<file path="src/rtl/sq_pkg.sv">
package sq_pkg;
    localparam int unsigned OP_W_DEF   = 16;
    localparam int unsigned LEAF_W_DEF = 4;
endpackage

</file>
<file path="src/rtl/sq_leaf_rom.sv">
module sq_leaf_rom (
    input  logic [3:0] idx,
    output logic [7:0] sq
);
    always_comb begin
        unique case (idx)
            4'd0:  sq = 8'd0;
            4'd1:  sq = 8'd1;
            4'd2:  sq = 8'd4;
            4'd3:  sq = 8'd9;
            4'd4:  sq = 8'd16;
            4'd5:  sq = 8'd25;
            4'd6:  sq = 8'd36;
            4'd7:  sq = 8'd49;
            4'd8:  sq = 8'd64;
            4'd9:  sq = 8'd81;
            4'd10: sq = 8'd100;
            4'd11: sq = 8'd121;
            4'd12: sq = 8'd144;
            4'd13: sq = 8'd169;
            4'd14: sq = 8'd196;
            4'd15: sq = 8'd225;
            default: sq = 8'd0;
        endcase
    end
endmodule

</file>
<file path="src/rtl/sq_merge.sv">
module sq_merge #(
    parameter int unsigned K = 4
) (
    input  logic [2*K-1:0] hi_sq,
    input  logic [2*K-1:0] lo_sq,
    input  logic [2*K-1:0] hi_lo,
    output logic [4*K-1:0] sq
);
    // (hi*2^K + lo)^2 = hi^2 << 2K + hi*lo << (K+1) + lo^2
    always_comb begin
        sq = {hi_sq, {(2*K){1'b0}}}
           + {{(K-1){1'b0}}, hi_lo, {(K+1){1'b0}}}
           + {{(2*K){1'b0}}, lo_sq};
    end
endmodule

</file>
<file path="src/rtl/sq16_top.sv">
module sq16_top #(
    parameter int unsigned OP_W   = sq_pkg::OP_W_DEF,
    parameter int unsigned LEAF_W = sq_pkg::LEAF_W_DEF
) (
    input  logic              clk,
    input  logic              rst_n,
    input  logic              in_valid,
    input  logic [OP_W-1:0]   in_operand,
    output logic              out_valid,
    output logic [2*OP_W-1:0] out_square
);
    localparam int unsigned MID_W = 2 * LEAF_W;
    localparam int unsigned NLEAF = OP_W / LEAF_W;
    localparam int unsigned NMID  = OP_W / MID_W;
    localparam int unsigned SQL_W = 2 * LEAF_W;
    localparam int unsigned SQM_W = 2 * MID_W;

    // ---- stage 1: leaf lookups and cross products -----------------
    logic [NLEAF-1:0][SQL_W-1:0] leaf_d, leaf_q;
    logic [NMID-1:0][MID_W-1:0]  xmid_d, xmid_q;
    logic [OP_W-1:0]             xtop_d, xtop_q;
    logic                        v1_q;

    genvar gi;
    generate
        for (gi = 0; gi < NLEAF; gi++) begin : g_leaf
            sq_leaf_rom u_rom (
                .idx (in_operand[gi*LEAF_W +: LEAF_W]),
                .sq  (leaf_d[gi])
            );
        end
        for (gi = 0; gi < NMID; gi++) begin : g_xmid
            assign xmid_d[gi] =
                {{LEAF_W{1'b0}}, in_operand[(2*gi+1)*LEAF_W +: LEAF_W]} *
                {{LEAF_W{1'b0}}, in_operand[(2*gi)*LEAF_W   +: LEAF_W]};
        end
    endgenerate

    assign xtop_d = {{MID_W{1'b0}}, in_operand[OP_W-1:MID_W]} *
                    {{MID_W{1'b0}}, in_operand[MID_W-1:0]};

    always_ff @(posedge clk or negedge rst_n) begin
        if (!rst_n) begin
            leaf_q <= '0;
            xmid_q <= '0;
            xtop_q <= '0;
            v1_q   <= 1'b0;
        end else begin
            v1_q <= in_valid;
            if (in_valid) begin
                leaf_q <= leaf_d;
                xmid_q <= xmid_d;
                xtop_q <= xtop_d;
            end
        end
    end

    // ---- stage 2: join leaf pairs into mid-level squares ----------
    logic [NMID-1:0][SQM_W-1:0] mid_d, mid_q;
    logic [OP_W-1:0]            xtop2_q;
    logic                       v2_q;

    generate
        for (gi = 0; gi < NMID; gi++) begin : g_mid
            sq_merge #(.K(LEAF_W)) u_merge (
                .hi_sq (leaf_q[2*gi+1]),
                .lo_sq (leaf_q[2*gi]),
                .hi_lo (xmid_q[gi]),
                .sq    (mid_d[gi])
            );
        end
    endgenerate

    always_ff @(posedge clk or negedge rst_n) begin
        if (!rst_n) begin
            mid_q   <= '0;
            xtop2_q <= '0;
            v2_q    <= 1'b0;
        end else begin
            v2_q <= v1_q;
            if (v1_q) begin
                mid_q   <= mid_d;
                xtop2_q <= xtop_q;
            end
        end
    end

    // ---- stage 3: join the two mid squares into the result --------
    logic [2*OP_W-1:0] top_d;

    sq_merge #(.K(MID_W)) u_top_merge (
        .hi_sq (mid_q[1]),
        .lo_sq (mid_q[0]),
        .hi_lo (xtop2_q),
        .sq    (top_d)
    );

    always_ff @(posedge clk or negedge rst_n) begin
        if (!rst_n) begin
            out_square <= '0;
            out_valid  <= 1'b0;
        end else begin
            out_valid <= v2_q;
            if (v2_q) begin
                out_square <= top_d;
            end
        end
    end
endmodule

</file>
<file path="config.mk">
export PLATFORM = sky130hd
export DESIGN_NAME = sq16_top
export DESIGN_NICKNAME = d
export VERILOG_FILES = /design/src/rtl/sq_pkg.sv /design/src/rtl/sq_leaf_rom.sv /design/src/rtl/sq_merge.sv /design/src/rtl/sq16_top.sv
export SDC_FILE = /design/constraint.sdc
export NUM_CORES = 1
export LEC_CHECK = 0
export BUFFER_PORTS_ARGS = -buffer_cell sky130_fd_sc_hd__buf_2
export CORE_ASPECT_RATIO = 1.25
export CORE_MARGIN = 1.5
export CORE_UTILIZATION = 35
export DETAILED_ROUTE_END_ITERATION = 8
export SYNTH_ARGS = -nofsm -noshare
export SYNTH_HDL_FRONTEND = slang
export SYNTH_SLANG_ARGS = --single-unit
export TNS_END_PERCENT = 50
</file>
<file path="constraint.sdc">
create_clock -name clk -period 2.05 [get_ports clk]
set_input_delay 0.205 -clock clk [delete_from_list [all_inputs] [get_ports clk]]
set_output_delay 0.205 -clock clk [all_outputs]
set_load 0.02 [all_outputs]
</file>
==> impl_metrics.py <==
metrics = {
    "outcome": {
        "status": "complete, but fails checks",
        "violations": "negative setup slack",
    },
    "sta": {
        "finalClockSkew_ps": 15.1,
        "holdWs_ps": 194,
        "period_needed_ps": 3530,
        "drv_slew": 0,
        "fmax_mhz": 284,
        "timing.final.crit_share": 1.72,
        "setup_viol": 31,
        "fin_ws_ps": -1480,
        "finalHoldViolCount": 0,
        "rsz0062_at_grt": "yes",
    },
    "placed_design": {
        "place_hpwl_mm": 17.1,
        "placed_cell_area_um2": 11600,
        "gp_congestion": 0.844,
        "port_buffers": 50,
    },
    "die": {
        "die_h_um": 191,
        "die_w_um": 154,
        "core-area_um2": 27700,
        "start_util": 0.358,
        "placementRows": 68,
        "dieArea_um2": 29400,
        "ios": 52,
    },
    "setup_path": {
        "required_ps": 2340,
        "cp.arrival_ps": 3820,
        "critical_path_class": "input port to flop",
        "crit_buf_inv": 3,
        "cp-end-kind": "flop",
        "path_max_fanout": 7,
        "startpoint_type": "input port",
        "timing.critical_path.mode_cell": "fa_1",
        "crit_slowest_cell": "fa_1",
        "max_stage_delay_ps": 510,
        "cp_top_family": "adder cells",
        "worstPathCellList": "buf_12, and2_4, fa_1, fa_1, fa_1, inv_2, fa_1, inv_2, ha_4, or3_1, o211ai_1, and2b_1, xnor2_1, mux2_4",
    },
    "cells_and_area": {
        "final_area_um2": 13200,
        "drive_gt1_frac": 0.364,
        "regArea_um2": 3500,
        "antennaDiodeCount": 0,
        "fillers": 2579,
        "final_util": 0.475,
        "multiInputGateArea_um2": 6480,
        "area_growth_pct": 32.5,
        "finalNetCount": 1338,
    },
    "routing": {
        "wl_met2_mm": 11.0,
        "drt_iter0_drc": 263,
        "dr.pass1.iters": 4,
        "vias": 7541,
        "wl_per_cell_um": 14.6,
        "via_per_inst": 4.88,
        "wirelength_met1_mm": 11.0,
        "wl_met3_um": 341,
        "totalWireLength_mm": 22.6,
        "ant_nets": 0,
        "top_layer": "met4",
        "drc_errors": 0,
    },
    "power_and_ir_drop": {
        "cellLeakagePower_nw": 6.18,
        "powerDensity_nw_per_um2": 1150,
        "peakVddDrop_uv": 506,
        "p_int_mw": 9.55,
        "p_seq_frac": 0.275,
        "power.share.switching": 0.370,
        "net-switching-power_mw": 5.61,
        "p_total_mw": 15.2,
        "clkPwrFrac": 0.205,
        "p_comb_frac": 0.520,
    },
    "logic_synthesis": {
        "ys.flop_type": "dfrtp_1",
        "synth_seq_cells": 140,
        "ys_seq_area_frac": 0.352,
        "syn_area_um2": 9940,
        "yosys_warnings": 0,
        "synth_nets": 1158,
        "ys_top_cells_by_count": "dfrtp_1, inv_1, ha_1, nand2_1, mux2_2",
        "synth_edf_count": 0,
        "synthArstFlopShare": 1.00,
        "yosysTopAreaCell": "dfrtp_1",
        "yosysMostFrequentCell": "dfrtp_1",
        "yosysUniqueCellTypes": 65,
        "postSynthAreaPerCell_um2": 9.91,
        "synth_top_area_frac": 0.352,
        "synthCells": 1003,
        "synth_area_leaders": "dfrtp_1, ha_1, fa_1, mux2_2, and2_1",
    },
    "global_route": {
        "grt_start_max_net_pins": 52,
        "grt_pass1_wl_mm": 37.3,
        "groute.usage.overall": 0.156,
        "antenna_found_initial": 0,
        "grt_pass1_vias": 7506,
        "grt-ovfl-total": 0,
    },
    "clocking": {
        "clock_insertion_delay_worst_skew_ps": 410,
        "clkTransAtPathRegs_ps": 70,
        "tritoncts": "yes",
        "clkSinkCount": 140,
        "cts_root_buffer": "clkbuf_16",
        "cts_buffer_depth": 2,
        "htreeDepth": 4,
        "cts_buffers": 17,
    },
    "min_path": {
        "hold_class": "input port to flop",
    },
    "job": {
        "maxCapViolCount": 0,
    },
}
-- layer usage --
metal,track usage,up-vias
li1,-,3771
met1,0.207,3657
met2,0.271,91
met3,0.0184,22
met4,0.0400,0
met5,0,-
-- power by group through the flow --
| stage | clock [mW] | combinational [mW] | sequential [mW] |
|---|---|---|---|
| 2_1_floorplan | 0 | 4.39 | 4.32 |
| 3_5_place_dp | 0 | 6.95 | 4.20 |
| 6_report | 3.10 | 7.88 | 4.17 |
| 3_3_place_gp | 0 | 6.86 | 4.17 |
| 4_1_cts | 3.19 | 7.47 | 4.15 |
| 5_1_grt | 3.30 | 8.71 | 4.28 |
-- cell families (layout without fill, tap and decap cells) --
kind of cell,Yosys count,in the layout,synth area share
xor+xnor,50,50,0.0441
other cells,1,1,0.000377
buf+inv,143,336,0.0545
fa+ha+maj,136,136,0.207
simple gates,267,267,0.134
compound gates,191,191,0.124
mux,75,75,0.0846
flops,140,140,0.352
-- final cells by class --
class                   count  area share
flip-flops and latches    140       0.266
clock buffers              21      0.0357
clock inverters            11      0.0102
repair buffers            209       0.136
well taps                 350      0.0332
multi-input cells         720       0.492
inverters                  95      0.0271
-- final timing paths --
path | start | to | slack [ps] | cells after the start
worst max-delay path | in_operand[2] | xtop_q[11]$_DFFE_PN0P_ | -1480 | 14
worst min-delay path | in_operand[1] | leaf_q[5]$_DFFE_PN0P_ | 190 | 4
worst max register to register | mid_q[15]$_DFFE_PN0P_ | out_square[29]$_DFFE_PN0P_ | -100 | 7
worst min register to register | out_square[13]$_DFFE_PN0P_ | out_square[13]$_DFFE_PN0P_ | 480 | 1
max in group asynchronous | rst_n | out_square[26]$_DFFE_PN0P_ | 1070 | 3
min in group asynchronous | rst_n | out_square[5]$_DFFE_PN0P_ | 290 | 2
-- stage by stage --
step	setup TNS, ps	std cells	setup WS (ps)
final	-16840	1546	-1480
after global routing	-20160	1546	-1560
after CTS	-17230	1532	-1490
after detailed placement	-32860	1487	-2030
after global placement	-31440	1487	-1930
after floorplan	-24290	1003	-1910
-- what timing repair did --
action	in CTS	in global routing
endpoints found under the setup margin	42	46
setup buffers	12	16
pin swaps	52	62
hold endpoints to repair	44	0
resized for setup	128	81
hold buffers	1	0
-- worst min-delay path, stage by stage --
cell and delay [ps]:
buf_12 110, buf_8 130, nand2_1 50, a31oi_1 70
-- state kept, by name, indices dropped and copies added, names as in the netlist --
signal and flops:
out_square 31, mid_q 30, leaf_q 28, xmid_q 16, xtop2_q 16, xtop_q 16
out_valid 1, v1_q 1, v2_q 1
-- cells in the final DEF (no fill, tap or decap), types with 7 or more instances in the layout --
cell and count:
a211oi_1 7, a211oi_2 7, a21o_1 10, a21oi_1 45
a21oi_2 9, and2_1 49, and2_4 14, buf_12 7
buf_2 34, buf_4 122, buf_6 33, buf_8 12
clkbuf_16 17, dfrtp_1 139, fa_1 38, fa_2 9
ha_1 73, ha_4 13, inv_1 77, inv_2 17
mux2_2 61, mux2_4 11, nand2_1 61, nand3_1 23
nor2_1 51, nor2b_1 9, nor3_1 9, o21a_1 9
o21ai_0 42, xnor2_1 26, xor2_1 18
Power figures use the tool's default switching activity.
